**config.mk**
```make
export PLATFORM = sky130hd
export DESIGN_NAME = conv_tile_engine
export DESIGN_NICKNAME = d
export VERILOG_FILES = /design/src/rtl/conv_pkg.sv /design/src/rtl/mac_lane.sv /design/src/rtl/conv_seq.sv /design/src/rtl/conv_tile_engine.sv
export SDC_FILE = /design/constraint.sdc
export NUM_CORES = 2
export LEC_CHECK = 0
export CORE_MARGIN = 4
export CORE_UTILIZATION = 45
export DETAILED_ROUTE_END_ITERATION = 6
export DONT_BUFFER_PORTS = 1
export PLACE_DENSITY_LB_ADDON = 0.1
export SLEW_MARGIN = 20
export SYNTH_ARGS = -nofsm -noshare
export SYNTH_HDL_FRONTEND = slang
export SYNTH_SLANG_ARGS = --single-unit
```
**constraint.sdc**
```tcl
create_clock -name clk -period 14.3 [get_ports clk]
set_input_delay 1.43 -clock clk [delete_from_list [all_inputs] [get_ports clk]]
set_output_delay 1.43 -clock clk [all_outputs]
set_load 0.02 [all_outputs]
```
**src/rtl/conv_pkg.sv**
```systemverilog
package conv_pkg;
    localparam int KDIM = 3;
    localparam int NTAP = KDIM * KDIM;

    typedef enum logic {SEQ_IDLE, SEQ_RUN} seq_state_t;

    typedef struct packed {
        logic first;
        logic last;
    } slice_mode_t;

    // kernel row of a tap index (taps numbered row-major)
    function automatic logic [1:0] tap_dy(input logic [3:0] t);
        return 2'(t / 4'd3);
    endfunction

    // kernel column of a tap index
    function automatic logic [1:0] tap_dx(input logic [3:0] t);
        return 2'(t % 4'd3);
    endfunction
endpackage

```
**src/rtl/mac_lane.sv**
```systemverilog
module mac_lane #(
    parameter int DW = 8,
    parameter int AW = 24,
    parameter int BW = 16
) (
    input  logic signed [DW-1:0] x,
    input  logic signed [DW-1:0] w,
    input  logic signed [AW-1:0] acc,
    input  logic signed [BW-1:0] bias,
    input  logic                 init,
    output logic signed [AW-1:0] sum
);
    logic signed [2*DW-1:0] prod;
    logic signed [AW-1:0]   prod_ext;
    logic signed [AW-1:0]   base;

    assign prod     = x * w;
    assign prod_ext = {{(AW-2*DW){prod[2*DW-1]}}, prod};
    assign base     = init ? {{(AW-BW){bias[BW-1]}}, bias} : acc;
    assign sum      = base + prod_ext;
endmodule

```
**src/rtl/conv_seq.sv**
```systemverilog
module conv_seq
    import conv_pkg::*;
#(
    parameter int KG = 2,
    parameter int CS = 2,
    parameter int TH = 4,
    localparam int FW = (KG > 1) ? $clog2(KG) : 1,
    localparam int CW = (CS > 1) ? $clog2(CS) : 1,
    localparam int HW = (TH > 1) ? $clog2(TH) : 1
) (
    input  logic          clk,
    input  logic          rst,
    input  logic          start,
    output logic          busy,
    output logic [FW-1:0] f_idx,
    output logic [CW-1:0] c_idx,
    output logic [HW-1:0] r_idx,
    output logic [3:0]    t_idx,
    output logic          row_final,
    output logic          done
);
    seq_state_t state;
    logic last_t, last_r, last_c, last_f, run_end;

    assign busy      = (state == SEQ_RUN);
    assign last_t    = (t_idx == 4'(NTAP-1));
    assign last_r    = (r_idx == HW'(TH-1));
    assign last_c    = (c_idx == CW'(CS-1));
    assign last_f    = (f_idx == FW'(KG-1));
    assign row_final = busy && last_t && last_c;
    assign run_end   = busy && last_t && last_r && last_c && last_f;

    always_ff @(posedge clk) begin
        if (rst) begin
            state <= SEQ_IDLE;
            f_idx <= '0;
            c_idx <= '0;
            r_idx <= '0;
            t_idx <= '0;
            done  <= 1'b0;
        end else begin
            done <= 1'b0;
            if (!busy) begin
                if (start) begin
                    state <= SEQ_RUN;
                    f_idx <= '0;
                    c_idx <= '0;
                    r_idx <= '0;
                    t_idx <= '0;
                end
            end else if (!last_t) begin
                t_idx <= t_idx + 4'd1;
            end else begin
                t_idx <= '0;
                if (!last_r) begin
                    r_idx <= r_idx + 1'b1;
                end else begin
                    r_idx <= '0;
                    if (!last_c) begin
                        c_idx <= c_idx + 1'b1;
                    end else begin
                        c_idx <= '0;
                        if (!last_f) begin
                            f_idx <= f_idx + 1'b1;
                        end else begin
                            f_idx <= '0;
                            state <= SEQ_IDLE;
                            done  <= 1'b1;
                        end
                    end
                end
            end
        end
    end

    assert_done_single_R7: assert property (@(posedge clk) disable iff (rst)
        done |=> !done);
    assert_done_after_end_R7: assert property (@(posedge clk) disable iff (rst)
        run_end |=> (done && !busy));
    assert_start_ignored_R8: assert property (@(posedge clk) disable iff (rst)
        (busy && start && !run_end) |=> (busy && (t_idx != 4'd0 || r_idx != '0 || c_idx != '0 || f_idx != '0)));
endmodule

```
**src/rtl/conv_tile_engine.sv**
```systemverilog
module conv_tile_engine
    import conv_pkg::*;
#(
    parameter int TW = 4,
    parameter int TH = 4,
    parameter int CS = 2,
    parameter int KG = 2,
    parameter int DW = 8,
    parameter int BW = 16,
    parameter int AW = 24,
    parameter int OW = 16,
    localparam int FW = (KG > 1) ? $clog2(KG) : 1,
    localparam int CW = (CS > 1) ? $clog2(CS) : 1,
    localparam int HW = (TH > 1) ? $clog2(TH) : 1,
    localparam int RW = $clog2(TH + 2),
    localparam int XW = $clog2(TW + 2)
) (
    input  logic               clk,
    input  logic               rst,
    input  logic               start,
    input  logic               first_slice,
    input  logic               last_slice,
    input  logic               in_we,
    input  logic [CW-1:0]      in_ch,
    input  logic [RW-1:0]      in_row,
    input  logic [XW-1:0]      in_col,
    input  logic [DW-1:0]      in_data,
    input  logic               w_we,
    input  logic [FW-1:0]      w_filt,
    input  logic [CW-1:0]      w_ch,
    input  logic [3:0]         w_tap,
    input  logic [DW-1:0]      w_data,
    input  logic               b_we,
    input  logic [FW-1:0]      b_filt,
    input  logic [BW-1:0]      b_data,
    output logic               done,
    output logic               out_vld,
    output logic [FW-1:0]      out_filt,
    output logic [HW-1:0]      out_row,
    output logic [TW*OW-1:0]   out_data
);
    localparam logic signed [AW-1:0] SAT_MAX = {{(AW-OW+1){1'b0}}, {(OW-1){1'b1}}};

    logic signed [DW-1:0] xbuf     [CS][TH+2][TW+2];
    logic signed [DW-1:0] wbuf     [KG][CS][NTAP];
    logic signed [BW-1:0] bias_mem [KG];
    logic signed [AW-1:0] psum     [KG][TH][TW];
    logic signed [AW-1:0] lane_sum [TW];
    logic [OW-1:0]        sat_val  [TW];

    slice_mode_t   mode_q;
    logic          busy, row_final, init_term;
    logic [FW-1:0] f_idx;
    logic [CW-1:0] c_idx;
    logic [HW-1:0] r_idx;
    logic [3:0]    t_idx;
    logic signed [DW-1:0] w_cur;

    function automatic logic [OW-1:0] relu_sat(input logic signed [AW-1:0] v);
        if (v < 0)
            return '0;
        else if (v > SAT_MAX)
            return SAT_MAX[OW-1:0];
        else
            return v[OW-1:0];
    endfunction

    conv_seq #(.KG(KG), .CS(CS), .TH(TH)) u_seq (
        .clk(clk), .rst(rst), .start(start), .busy(busy),
        .f_idx(f_idx), .c_idx(c_idx), .r_idx(r_idx), .t_idx(t_idx),
        .row_final(row_final), .done(done)
    );

    // buffer write ports
    always_ff @(posedge clk) begin
        if (in_we) xbuf[in_ch][in_row][in_col] <= in_data;
        if (w_we)  wbuf[w_filt][w_ch][w_tap]   <= w_data;
        if (b_we)  bias_mem[b_filt]            <= b_data;
    end

    always_ff @(posedge clk) begin
        if (rst)
            mode_q <= '0;
        else if (!busy && start)
            mode_q <= '{first: first_slice, last: last_slice};
    end

    assign w_cur     = wbuf[f_idx][c_idx][t_idx];
    assign init_term = mode_q.first && (c_idx == '0) && (t_idx == 4'd0);

    for (genvar j = 0; j < TW; j++) begin : g_lane
        logic [RW-1:0] ra;
        logic [XW-1:0] ca;
        assign ra = RW'(r_idx) + RW'(tap_dy(t_idx));
        assign ca = XW'(j) + XW'(tap_dx(t_idx));

        mac_lane #(.DW(DW), .AW(AW), .BW(BW)) u_lane (
            .x(xbuf[c_idx][ra][ca]), .w(w_cur),
            .acc(psum[f_idx][r_idx][j]), .bias(bias_mem[f_idx]),
            .init(init_term), .sum(lane_sum[j])
        );
        assign sat_val[j] = relu_sat(lane_sum[j]);

        assert_relu_nonneg_R4: assert property (@(posedge clk) disable iff (rst)
            out_vld |-> !out_data[j*OW + OW - 1]);
    end

    always_ff @(posedge clk) begin
        if (rst) begin
            for (int f = 0; f < KG; f++)
                for (int r = 0; r < TH; r++)
                    for (int j = 0; j < TW; j++)
                        psum[f][r][j] <= '0;
        end else if (busy) begin
            for (int j = 0; j < TW; j++)
                psum[f_idx][r_idx][j] <= lane_sum[j];
        end
    end

    always_ff @(posedge clk) begin
        if (rst) begin
            out_vld  <= 1'b0;
            out_filt <= '0;
            out_row  <= '0;
            out_data <= '0;
        end else begin
            out_vld <= row_final && mode_q.last;
            if (row_final) begin
                out_filt <= f_idx;
                out_row  <= r_idx;
                for (int j = 0; j < TW; j++)
                    out_data[j*OW +: OW] <= sat_val[j];
            end
        end
    end

    assert_no_vld_mid_R6: assert property (@(posedge clk) disable iff (rst)
        out_vld |-> mode_q.last);
    assert_done_with_row_R5: assert property (@(posedge clk) disable iff (rst)
        done |-> (out_vld == mode_q.last));
    assert_row_advance_R5: assert property (@(posedge clk) disable iff (rst)
        (out_vld && !done) |=> (!out_vld || out_row != $past(out_row) || out_filt != $past(out_filt)));
endmodule

```
==> metrics.yaml <==
die_width_um: 456
period_needed_ns: 12.54
crit_end: "out_data[43]$_SDFFE_PP0P_"
cp-start-kind: "register"
crit_buf_inv: 6
yosysMostFrequentCell: "edfxtp_1"
grt_setup_unrepaired: "no"
final_nets: 7014
slew_violations: 0
worst-endpoint-required_ns: 14.98
fmax_mhz: 79.7
cp.depth: 36
grt_pass1_wl_um: 397000
clk-insertion-delay-late_ns: 0.85
crit_family: "adder cells"
drt_pass1_iterations: 5
synth_area_per_cell_um2: 14.2
setup-violations-final: 0
finalClockSkew_ns: 0.0501
crit_fanout: 49
synthFlopType: "edfxtp_1"
netlist_top_cells_count: "1664 x edfxtp_1, 706 x nor2_1, 565 x nand2_1"
hold_viol: 0
cpPeakStageDelay_ns: 1.15
ys_ff_latch: 1746
critPathKind: "reg2reg"
arrival_ns: 13.22
status: "complete, no violations"
startpoint: "u_seq.t_idx[3]$_SDFFE_PP0P_"
io_pins: 123
drtIter0Drc: 5315
synthTopCellsByArea: "edfxtp_1 55%, mux4_2 11%, fa_1 9.3%"
tightest_slew_ns: 1.18
rr_endpoint: "out_data[43]$_SDFFE_PP0P_"
clk_path_buf_depth: 3
busiest_layer: "met2"
rows: 164
relSlewSlack_pct: 21.1
maxCapViolations: 0
core_um2: 199000
drc: 0
async_flop_share_pct: 0
synthCells: 6341
clock_sinks: 1746
grt_max_degree: 73
cts_tree: "built"
cts_setup_buffers: 0
routed_via_density: 5.87
r2r_setup_slack_ns: 1.76
area_delta_synth_final_pct: 10.4
reg2regPathDepth: 36
antenna_left: 0
grt_util_all_layers_pct: 26.2
groute.layer.met2.usage_pct: 42.1
wl_per_cell_um: 29.9
yosys.area.top_type: "edfxtp_1"
globalRoute.totalOverflow: 0
dp_hpwl_um: 179000
timing.rr.start: "u_seq.t_idx[3]$_SDFFE_PP0P_"
drive_above_1_share_pct: 15.2
port_buffers: 0
grtUsageMet3_pct: 4.16
cts_resized: 0
dieArea_um2: 208000
hp-class: "reg2reg"
end_kind: "register"
synth-seq-area-share_pct: 57.2
cp_slowest_cell: "fa_4"
start_util_pct: 45.2
cts_buffers: 188
num_vias: 53569
grt_pass1_vias: 55213
tns_ns: 0
htree_levels: 4
gp_congestion: 0.864
cts.clk_slew.worst_paths_ns: 0.06
cpMostUsedCell: "ha_1"
hold_buffers: 0
antenna_found_initial: 9
synth_edf_count: 1664
synth_area_um2: 90200
finalWirelength_um: 273000
yosysWarnings: 0
timing.final.crit_share_pct: 87.7
syn_nets: 7041
ys_types: 91
die_h_um: 456
clock-root-buffer: "clkbuf_16"
use_met1_pct: 35.4
holdWs_ns: 0.458
synth.top_cell.area_share_pct: 55.4
## flip-flops by register name (all words and copies together) (netlist names), 2 cells and up, named ones only
register and flops:
out_data 64, out_row 2, xbuf 576, bias_mem 32, u_seq.r_idx 2, wbuf 288
mode_q 2, u_seq.t_idx 4, psum 768
## how the worst min path moves through the flow
stage	start	to	depth (start not counted)
after floorplan	mode_q[0]$_SDFFE_PP0P_	out_vld$_SDFF_PP0_	1
after global placement	mode_q[0]$_SDFFE_PP0P_	out_vld$_SDFF_PP0_	1
after detailed placement	mode_q[0]$_SDFFE_PP0P_	out_vld$_SDFF_PP0_	1
after CTS	mode_q[0]$_SDFFE_PP0P_	out_vld$_SDFF_PP0_	1
after global routing	mode_q[0]$_SDFFE_PP0P_	out_vld$_SDFF_PP0_	1
final	mode_q[0]$_SDFFE_PP0P_	out_vld$_SDFF_PP0_	1
## layer usage
metal | part of all wire (%) | routed length, um | vias to the layer above
met5 | 0.0048 | 13 | -
met4 | 5.0 | 13700 | 2
met3 | 6.5 | 17800 | 437
met2 | 48 | 130000 | 2020
met1 | 41 | 111000 | 27939
li1 | - | - | 23171
## stage by stage
step	utilization [%]	instances	cell area (um2)	setup WS, ns
after floorplan	-	6341	90200	4.52
after global placement	46.8	8780	93400	2.21
after detailed placement	46.8	8780	93400	1.91
after CTS	49.9	9121	99500	1.83
after global routing	49.9	9121	99500	1.13
final	49.9	9123	99500	1.76
## cells by family after synthesis
| family | synth area share [%] |
|---|---|
| buf+inv | 3.37 |
| flops | 57.2 |
| xor+xnor | 0.913 |
| fa+ha+maj | 12.5 |
| simple gates | 8.73 |
| mux | 12.1 |
| compound gates | 5.21 |
## cells in the final DEF (no fill, tap or decap), drive strengths merged, types with 11 or more instances in the layout
cell,instances
edfxtp,1664
nor2,706
nand2,565
mux4,424
fa,421
inv,413
o21ai,344
clkbuf,233
ha,225
a21oi,166
buf,134
mux2i,120
and2,120
nor3,105
clkinv,87
dfxtp,82
xnor2,58
nand2b,57
nor2b,48
nand3,39
a32oi,39
or2,39
xor2,33
a31o,30
and3,23
a21o,23
a211oi,20
a22oi,19
nor3b,17
bufinv,15
o21a,15
nand4,14
nor4,14
mux2,11
o22a,11
## worst register-to-register path, delay by kind of cell (launching register included)
| family | cells | cell delay, ns |
|---|---|---|
| adder cells (fa/ha/maj) | 11 | 4.86 |
| AND/OR/NAND/NOR | 10 | 3.86 |
| AO/OA/AOI/OAI | 7 | 1.39 |
| buffers and inverters | 6 | 1.10 |
| flip-flops | 1 | 0.70 |
| multiplexers | 1 | 0.25 |
| XOR/XNOR | 1 | 0.20 |
## area by class of cell
class                           instances  area [um2]
Antenna cell                            2        5.00
Clock inverter                        108        1080
Timing Repair Buffer                  134        1090
Multi-Input combinational cell       3834       35800
Sequential cell                      1746       51600
Fill cell                           17122       99900
Clock buffer                          233        5000
Tap cell                             2656        3320
Inverter                              410        1540
Power is left out: the tool's default activity adds up to more than one toggle a clock period on the data nets, which glitch-free logic cannot reach.
